==> src/rtl/spi_reg_pkg.sv <==
package spi_reg_pkg;
  localparam logic [7:0] OPC_WRITE = 8'h02;
  localparam logic [7:0] OPC_READ  = 8'h03;

  typedef enum logic [2:0] {
    FR_IDLE,
    FR_CMD,
    FR_ADDR,
    FR_WRITE,
    FR_READ,
    FR_SKIP
  } frame_st_t;
endpackage

==> src/rtl/spi_pin_sync.sv <==
module spi_pin_sync #(
  parameter int SYNC_STAGES = 2
) (
  input  logic clk,
  input  logic rst_n,
  input  logic sclk_in,
  input  logic cs_n_in,
  input  logic mosi_in,
  output logic sclk_rise,
  output logic sclk_fall,
  output logic cs_act,
  output logic mosi_s
);
  localparam int TOP = SYNC_STAGES - 1;

  logic [TOP:0] sclk_q, cs_q, mosi_q;
  logic         sclk_d;

  always_ff @(posedge clk or negedge rst_n) begin
    if (!rst_n) begin
      sclk_q <= '0;
      cs_q   <= '1;
      mosi_q <= '0;
      sclk_d <= 1'b0;
    end else begin
      sclk_q <= {sclk_q[TOP-1:0], sclk_in};
      cs_q   <= {cs_q[TOP-1:0], cs_n_in};
      mosi_q <= {mosi_q[TOP-1:0], mosi_in};
      sclk_d <= sclk_q[TOP];
    end
  end

  assign sclk_rise = sclk_q[TOP] & ~sclk_d;
  assign sclk_fall = ~sclk_q[TOP] & sclk_d;
  assign cs_act    = ~cs_q[TOP];
  assign mosi_s    = mosi_q[TOP];
endmodule

==> src/rtl/spi_frame.sv <==
module spi_frame
  import spi_reg_pkg::*;
#(
  parameter int ADDR_W = 7
) (
  input  logic              clk,
  input  logic              rst_n,
  input  logic              sclk_rise,
  input  logic              sclk_fall,
  input  logic              cs_act,
  input  logic              mosi_s,
  input  logic [7:0]        rd_data,
  output logic [ADDR_W-1:0] reg_addr,
  output logic              wr_en,
  output logic [7:0]        wr_data,
  output logic              miso
);
  frame_st_t         state, state_n;
  logic [2:0]        bit_cnt, bit_cnt_n;
  logic [6:0]        rx, rx_n;
  logic [ADDR_W-1:0] addr, addr_n;
  logic              is_rd, is_rd_n;
  logic              load_req, load_req_n;
  logic [7:0]        tx, tx_n;
  logic              miso_n;
  logic [7:0]        byte_now;
  logic              byte_end;

  assign byte_now = {rx, mosi_s};
  assign byte_end = sclk_rise && (bit_cnt == 3'd7) && (state != FR_IDLE);

  always_comb begin
    state_n    = state;
    bit_cnt_n  = bit_cnt;
    rx_n       = rx;
    addr_n     = addr;
    is_rd_n    = is_rd;
    load_req_n = 1'b0;
    tx_n       = tx;
    miso_n     = miso;
    wr_en      = 1'b0;
    if (!cs_act) begin
      state_n   = FR_IDLE;
      bit_cnt_n = 3'd0;
      tx_n      = 8'h00;
      miso_n    = 1'b0;
    end else begin
      if (state == FR_IDLE) state_n = FR_CMD;
      if (sclk_rise && state != FR_IDLE) begin
        rx_n      = byte_now[6:0];
        bit_cnt_n = bit_cnt + 3'd1;
      end
      if (load_req) begin
        tx_n   = rd_data;
        addr_n = addr + 1'b1;
      end
      if (byte_end) begin
        unique case (state)
          FR_CMD: begin
            is_rd_n = (byte_now == OPC_READ);
            if (byte_now == OPC_WRITE || byte_now == OPC_READ) state_n = FR_ADDR;
            else state_n = FR_SKIP;
          end
          FR_ADDR: begin
            addr_n     = byte_now[ADDR_W-1:0];
            state_n    = is_rd ? FR_READ : FR_WRITE;
            load_req_n = is_rd;
          end
          FR_WRITE: begin
            wr_en  = 1'b1;
            addr_n = addr + 1'b1;
          end
          FR_READ:  load_req_n = 1'b1;
          default:  ;
        endcase
      end
      if (sclk_fall) begin
        miso_n = tx[7];
        tx_n   = {tx[6:0], 1'b0};
      end
    end
  end

  always_ff @(posedge clk or negedge rst_n) begin
    if (!rst_n) begin
      state    <= FR_IDLE;
      bit_cnt  <= 3'd0;
      rx       <= 7'd0;
      addr     <= '0;
      is_rd    <= 1'b0;
      load_req <= 1'b0;
      tx       <= 8'h00;
      miso     <= 1'b0;
    end else begin
      state    <= state_n;
      bit_cnt  <= bit_cnt_n;
      rx       <= rx_n;
      addr     <= addr_n;
      is_rd    <= is_rd_n;
      load_req <= load_req_n;
      tx       <= tx_n;
      miso     <= miso_n;
    end
  end

  assign reg_addr = addr;
  assign wr_data  = byte_now;

  assert_skip_silent_R3: assert property (@(posedge clk) disable iff (!rst_n)
    (state == FR_SKIP) |-> !miso);
  assert_addr_step_R7: assert property (@(posedge clk) disable iff (!rst_n)
    wr_en |=> (addr == ADDR_W'($past(addr) + 1'b1)));
  assert_miso_idle_R8: assert property (@(posedge clk) disable iff (!rst_n)
    !cs_act |=> !miso);
  assert_abort_clear_R9: assert property (@(posedge clk) disable iff (!rst_n)
    $fell(cs_act) |=> (bit_cnt == 3'd0 && state == FR_IDLE));
endmodule

==> src/rtl/spi_regfile.sv <==
module spi_regfile #(
  parameter int         REGS    = 128,
  parameter int         ADDR_W  = 7,
  parameter logic [7:0] FAMILY  = 8'h95,
  parameter logic [3:0] CHIP_ID = 4'h0,
  parameter logic [2:0] REV     = 3'd1
) (
  input  logic              clk,
  input  logic              rst_n,
  input  logic              wr_en,
  input  logic [ADDR_W-1:0] addr,
  input  logic [7:0]        wr_data,
  output logic [7:0]        rd_data,
  output logic              start
);
  logic [7:0] store [REGS-1:2];
  logic       start_q;

  always_ff @(posedge clk or negedge rst_n) begin
    if (!rst_n) begin
      start_q <= 1'b0;
      for (int i = 2; i < REGS; i++) store[i] <= 8'h00;
    end else begin
      if (wr_en && addr == ADDR_W'(1)) start_q <= wr_data[0];
      for (int i = 2; i < REGS; i++)
        if (wr_en && addr == ADDR_W'(i)) store[i] <= wr_data;
    end
  end

  always_comb begin
    if (addr == ADDR_W'(0))      rd_data = FAMILY;
    else if (addr == ADDR_W'(1)) rd_data = {CHIP_ID, REV, start_q};
    else                         rd_data = store[addr];
  end

  assign start = start_q;

  assert_start_follow_R6: assert property (@(posedge clk) disable iff (!rst_n)
    (wr_en && addr == ADDR_W'(1)) |=> (start == $past(wr_data[0])));
endmodule

==> src/rtl/spi_reg_port.sv <==
module spi_reg_port #(
  parameter int         REGS        = 128,
  parameter int         SYNC_STAGES = 2,
  parameter logic [7:0] FAMILY      = 8'h95,
  parameter logic [3:0] CHIP_ID     = 4'h0,
  parameter logic [2:0] REV         = 3'd1
) (
  input  logic clk,
  input  logic rst_n,
  input  logic spi_sclk,
  input  logic spi_cs_n,
  input  logic spi_mosi,
  output logic spi_miso,
  output logic sw_start
);
  localparam int ADDR_W = $clog2(REGS);

  logic [1:0]        rst_sync;
  logic              rst_int_n;
  logic              sclk_rise, sclk_fall, cs_act, mosi_s;
  logic [ADDR_W-1:0] reg_addr;
  logic              wr_en;
  logic [7:0]        wr_data, rd_data;

  always_ff @(posedge clk or negedge rst_n) begin
    if (!rst_n) rst_sync <= 2'b00;
    else        rst_sync <= {rst_sync[0], 1'b1};
  end
  assign rst_int_n = rst_sync[1];

  spi_pin_sync #(.SYNC_STAGES(SYNC_STAGES)) u_sync (
    .clk(clk), .rst_n(rst_int_n),
    .sclk_in(spi_sclk), .cs_n_in(spi_cs_n), .mosi_in(spi_mosi),
    .sclk_rise(sclk_rise), .sclk_fall(sclk_fall),
    .cs_act(cs_act), .mosi_s(mosi_s)
  );

  spi_frame #(.ADDR_W(ADDR_W)) u_frame (
    .clk(clk), .rst_n(rst_int_n),
    .sclk_rise(sclk_rise), .sclk_fall(sclk_fall),
    .cs_act(cs_act), .mosi_s(mosi_s), .rd_data(rd_data),
    .reg_addr(reg_addr), .wr_en(wr_en), .wr_data(wr_data),
    .miso(spi_miso)
  );

  spi_regfile #(
    .REGS(REGS), .ADDR_W(ADDR_W),
    .FAMILY(FAMILY), .CHIP_ID(CHIP_ID), .REV(REV)
  ) u_regs (
    .clk(clk), .rst_n(rst_int_n),
    .wr_en(wr_en), .addr(reg_addr), .wr_data(wr_data),
    .rd_data(rd_data), .start(sw_start)
  );
endmodule

==> config.mk <==
export PLATFORM = sky130hd
export DESIGN_NAME = spi_reg_port
export DESIGN_NICKNAME = d
export VERILOG_FILES = /design/src/rtl/spi_reg_pkg.sv /design/src/rtl/spi_pin_sync.sv /design/src/rtl/spi_frame.sv /design/src/rtl/spi_regfile.sv /design/src/rtl/spi_reg_port.sv
export SDC_FILE = /design/constraint.sdc
export NUM_CORES = 1
export LEC_CHECK = 0
export BUFFER_PORTS_ARGS = -buffer_cell sky130_fd_sc_hd__buf_2
export CAP_MARGIN = 15
export CORE_MARGIN = 3
export CORE_UTILIZATION = 40
export DETAILED_ROUTE_END_ITERATION = 10
export PLACE_DENSITY = 0.6
export SYNTH_ARGS = -nofsm -noshare
export SYNTH_HDL_FRONTEND = slang
export SYNTH_SLANG_ARGS = --single-unit
==> constraint.sdc <==
create_clock -name clk -period 73.4 [get_ports clk]
set_input_delay 7.34 -clock clk [delete_from_list [all_inputs] [get_ports clk]]
set_output_delay 7.34 -clock clk [all_outputs]
set_load 0.02 [all_outputs]
### Word-level counts from Yosys, hierarchy flattened

Index checks and enable logic that the tools add are counted.
Widths: inputs -> output; s select.

| word-level totals | value |
|---|---|
| bits in read-only memories | 0 |
| output and inout port bits | 2 |
| register bits | 1049 |
| memories | 0 |
| bits of input ports | 5 |
| latch bits | 0 |
| bits in writable memories | 0 |

| operators by class | value |
|---|---|
| div/mod/pow operators | 0 |
| $add $sub $neg | 2 |
| reduce and logical (&&, ||, !) cells | 139 |
| bitwise operators | 5 |
| shift operators | 0 |
| eq/ne operators | 134 |
| multiply operators | 0 |
| mux-type cells | 26 |
| order comparisons | 1 |

Operator list:

| kind | number |
|---|---|
| $eq 7x7->1 const B | 64 |
| $eq 7x6->1 const B | 32 |
| $logic_and 1x1->1 | 130 |
| $eq 7x5->1 const B | 16 |
| $bmux 8 s7 | 1 |
| $eq 7x4->1 const B | 8 |
| $mux 8 | 6 |
| $eq 7x3->1 const B | 4 |
| $mux 3 | 7 |
| $eq 8x2->1 const B | 2 |
| $eq 7x2->1 const B | 2 |
| $mux 7 | 2 |
| $pmux 7 s2 | 1 |
| $lt 7x8->1 const B | 1 |
| $add 7x1->7 const B | 1 |
| $eq 7x1->1 const B | 1 |
| $logic_not 7->1 | 1 |
| $mux 1 | 7 |
| $eq 3x2->1 const B | 2 |
| $eq 3x3->1 const B | 2 |
| $pmux 3 s2 | 1 |
| $reduce_bool 3->1 | 2 |
| $reduce_bool 2->1 | 2 |
| $add 3x1->3 const B | 1 |
| other kinds (8) | 11 |

### Depth between registers and ports, before layout

| depth | value |
|---|---|
| depth after elaboration | 7 |
| gate-level depth with buffers | 13 |

### By module

Synthesis repeated with hierarchy kept, for this count alone.

| unflattened totals | value |
|---|---|
| cell total of the unflattened synthesis | 3129 |
| area total of the unflattened synthesis | 48499.0 um^2 |

By module, submodules not included:

| module | seq. area each (um^2) | area each (um^2) | times used | cells each |
|---|---|---|---|---|
| spi_regfile | 25249.2 | 46502.1 | 1 | 2921 |
| spi_frame | 775.7 | 1746.7 | 1 | 195 |
| spi_pin_sync | 177.7 | 196.4 | 1 | 10 |
| spi_reg_port | 50.0 | 53.8 | 1 | 3 |

### Least setup slack after synthesis

OpenSTA, ideal clock, no wires.

| timing | value |
|---|---|
| kind | register to output |
| from | register u_regs.start_q, in the netlist u_regs.start |
| to | output port sw_start |
| slack | 65.626 ns |
| arrival | 0.434 ns |
| cell stages (with the launch flop) | 1 |
| buffers on the path | 0 |
| cells stage by stage | dfrtp_1 |

RTL lines:

| element | line | RTL |
|---|---|---|
| start, declared | spi_regfile.sv:17 | `logic start_q;` |
| start signal, assigned | spi_regfile.sv:24 | `if (wr_en && addr == ADDR_W'(1)) start_q <= wr_data[0];` |
| end, declared | spi_reg_port.sv:14 | `output logic sw_start` |

No word-level cell between the ends.

### Worst setup path after layout

| timing | value |
|---|---|
| from | register u_regs.start_q, in the netlist u_regs.start |
| to | output port sw_start |

No word-level cell between the ends.

==> flow_metrics.py <==
metrics = {
    "sta": {
        "fin_ws_ns": 64.81,
        "fin_setup_tns_ns": 0,
        "period_share_pct": 11.7,
        "skew_ns": 0.0273,
        "slew_headroom_pct": 24.4,
        "rsz0062_at_grt": "no",
        "setup_violations": 0,
        "fin_crit_ns": 8.59,
        "fmaxAchievable_ghz": 0.116,
        "worst_pin_slew_ns": 1.13,
        "drv_slew": 0,
        "hold_violations": 0,
    },
    "floorplan": {
        "die_h_um": 356,
        "start_util_pct": 40.6,
        "coreArea_um2": 121000,
        "ios": 7,
        "rows": 127,
        "fp.dieW_um": 356,
        "die_area_um2": 127000,
    },
    "critical_path": {
        "cp_max_fo": 3,
        "cp-startpoint": "u_regs.start",
        "max_stage_delay_ns": 0.40,
        "cp.arrival_ns": 1.25,
        "start_kind": "flop",
        "cp.depth": 1,
        "timing.rr.start": "u_frame.reg_addr[0]",
        "crit_buf_inv": 1,
        "critical-path-top-delay-family": "flip-flops",
        "rrSetupSlack_ns": 68.71,
        "r2r_end": "u_frame.tx[5]",
        "required_ns": 66.06,
        "crit_type": "flop to primary output",
        "endpoint": "sw_start",
        "r2r_cells": 9,
        "critical_path.cell_chain": "buf_2",
        "cp-end-kind": "primary output",
        "slowest_stage": "dfrtp_1",
    },
    "synthesis": {
        "synth-seq-area-share_pct": 53.6,
        "synth-seq-cells": 1049,
        "synth.distinct_cells": 66,
        "syn_nets": 3256,
        "synth_edf_count": 0,
        "synthCells": 3245,
        "synth_ff_type": "dfrtp_1",
        "async_flop_share_pct": 100,
        "ys_warn_count": 0,
        "synthesis.area_um2": 48900,
        "avgSynthCellArea_um2": 15.1,
    },
    "clocking": {
        "ctsResizeCount": 0,
        "cts_num_sinks": 1049,
        "cts_setup_buffers": 0,
        "cts_tree": "yes",
        "path_clk_slew_ns": 0.06,
        "cts_hold_buf": 0,
        "htreeDepth": 3,
        "cts_max_path_buffers": 3,
        "worstSkewPairLatency_ns": 0.70,
        "root_buffer": "clkbuf_16",
        "numCtsBuffers": 113,
    },
    "detailed_routing": {
        "post-route-drc-count": 0,
        "drt_iter0_drc": 2135,
        "firstDrtPassIters": 5,
        "wl_mm": 128,
        "num_vias": 27831,
        "viasPerCell": 5.69,
        "ant_nets": 0,
        "drt-wirelength-per-cell_um": 26.1,
    },
    "cells_and_area": {
        "syn2layout_area_growth_pct": 10.7,
        "nets": 3191,
        "drive_gt1_share_pct": 49.6,
        "fill_cells": 10730,
        "multiInputGateArea_um2": 21500,
        "regArea_um2": 26300,
        "diodes": 0,
    },
    "placed_design": {
        "gp_congestion": 0.854,
        "dp_hpwl_mm": 77.5,
        "place_ws_ns": 65.52,
        "portBuffers": 6,
    },
    "global_routing": {
        "met1_usage_pct": 29.7,
        "grt_start_max_net_pins": 164,
        "grt_util_met2_pct": 31.5,
        "antenna_found_initial": 2,
        "met3_usage_pct": 3.26,
        "grtUsageTotal_pct": 20.3,
        "grt.busiest_layer": "met2",
        "grt_pass1_wl_mm": 195,
        "grt_pass1_vias": 28639,
        "grt.overflow.total": 0,
    },
    "outcome": {
        "outcome": "finished, final reports clean",
    },
    "power_and_ir_drop": {
        "p_leak_uw": 0.0246,
        "power_density_nw_per_um2": 22.8,
        "ir_worst_vdd_mv": 0.0189,
    },
    "worst_hold_path": {
        "worstHoldStart": "u_sync.mosi_q[0]",
        "hold_path_class": "flop to flop",
    },
    "run": {
        "cap_violations": 0,
    },
}
worst min-delay path by stage:
| stage | to | slack [ns] | depth (start not counted) |
|---|---|---|---|
| 2_1_floorplan | rst_sync[1] | 0.33 | 0 |
| 3_3_place_gp | u_sync.mosi_q[1] | 0.34 | 0 |
| 3_5_place_dp | u_sync.sclk_q[1] | 0.34 | 0 |
| 4_1_cts | rst_sync[1] | 0.35 | 0 |
| 5_1_grt | rst_sync[1] | 0.36 | 0 |
| 6_report | u_sync.mosi_q[1] | 0.35 | 0 |
registers in the layout, summed over array words and instances, names as in the netlist, 2 cells and up:
name              count
u_frame.state         3
u_frame.reg_addr      7
u_frame.tx            8
rst_sync              2
u_frame.rx            7
u_sync.sclk_q         2
u_frame.bit_cnt       3
u_regs.store       1008
u_sync.cs_q           2
u_sync.mosi_q         2
Yosys cell counts, types with 8 or more instances:
library cell / instances / share of area (%)
nand2_1: 52 / 0.40
mux2_4: 32 / 0.98
a21oi_1: 39 / 0.40
a31oi_1: 12 / 0.15
nor2_1: 36 / 0.28
mux2_2: 978 / 23
nand4_1: 8 / 0.10
buf_4: 24 / 0.37
a22oi_1: 56 / 0.86
nor2b_1: 17 / 0.22
mux2i_1: 169 / 3.5
o22ai_1: 8 / 0.10
dfrtp_1: 1047 / 54
nand3_2: 8 / 0.16
a211oi_1: 13 / 0.20
mux4_2: 197 / 9.1
nand3_4: 8 / 0.29
buf_2: 41 / 0.42
nor2_2: 119 / 1.5
nor3_1: 13 / 0.13
buf_6: 16 / 0.37
buf_1: 12 / 0.092
mux2_1: 21 / 0.48
o21ai_0: 27 / 0.28
nand3_1: 37 / 0.38
a221oi_1: 12 / 0.21
clkbuf_1: 140 / 1.1
report_power, final:
| part | switching (uW) | internal, uW |
|---|---|---|
| Sequential | 17.5 | 580 |
| Clock | 243 | 350 |
| Combinational | 39.5 | 5.26 |
routing by layer:
| metal | wire (um) | up-vias |
|---|---|---|
| met3 | 5990 | 186 |
| met5 | 0 | - |
| met4 | 3330 | 0 |
| met2 | 58800 | 637 |
| met1 | 59600 | 15077 |
| li1 | - | 11931 |
logic make-up (layout without fill, tap and decap cells):
group	after synthesis	in the layout	synth area share [%]
muxes	1397	1397	36.5
DFF	1049	1049	53.6
and+or+nand+nor	337	337	4.25
buffers and inverters	246	280	2.53
AOI/OAI and AO/OA	203	203	2.83
adders and majority gates	6	6	0.153
xor gates and xnor gates	6	6	0.107
other	1	1	0.00766
per-stage QoR:
step | area, um2 | total power (uW) | instances | util, % | hold WS, ns
4_1_cts | 54200 | 1250 | 4891 | 44.9 | 0.354
6_report | 54200 | 1240 | 4891 | 44.9 | 0.350
3_3_place_gp | 50300 | 654 | 4677 | 41.7 | 0.337
5_1_grt | 54200 | 1280 | 4891 | 44.9 | 0.361
2_1_floorplan | 48900 | 630 | 3245 | - | 0.331
3_5_place_dp | 50300 | 653 | 4677 | 41.7 | 0.337
final cells by class:
class	instances	share of cell area (%)
inverters	9	0.0624
clock inverters	46	0.905
multi-input cells	1950	39.7
clock buffers	168	6.31
repair buffers	57	0.808
flip-flops and latches	1049	48.5
well taps	1612	3.72
layout by cell type (no fill, tap or decap), types with 6 or more instances in the layout:
cell	Yosys	layout
a211oi_1	13	13
nor3_1	13	13
mux2_1	21	21
nand2_1	52	52
mux2_2	978	978
buf_2	41	6
o21ai_0	27	27
nor2_8	7	7
mux2i_1	169	169
a2111oi_0	7	7
buf_4	24	49
clkinv_2	0	28
a21oi_1	39	39
nand3_4	8	8
nor2_1	36	35
nor2b_1	17	13
o22ai_1	8	8
ha_1	6	6
dfrtp_1	1047	1034
mux2_4	32	32
a22o_1	6	6
bufinv_16	0	8
o2111ai_1	7	7
a221oi_1	12	12
nand3_1	37	37
dfrtp_4	0	12
clkbuf_1	140	19
mux4_2	197	197
nor2_2	119	119
clkbuf_16	0	115
nand4_1	8	8
clkbuf_8	0	34
inv_1	6	6
a22oi_1	56	56
nand3_2	8	8
a31oi_1	12	12
Note: power is estimated with default switching activity, not from simulation.
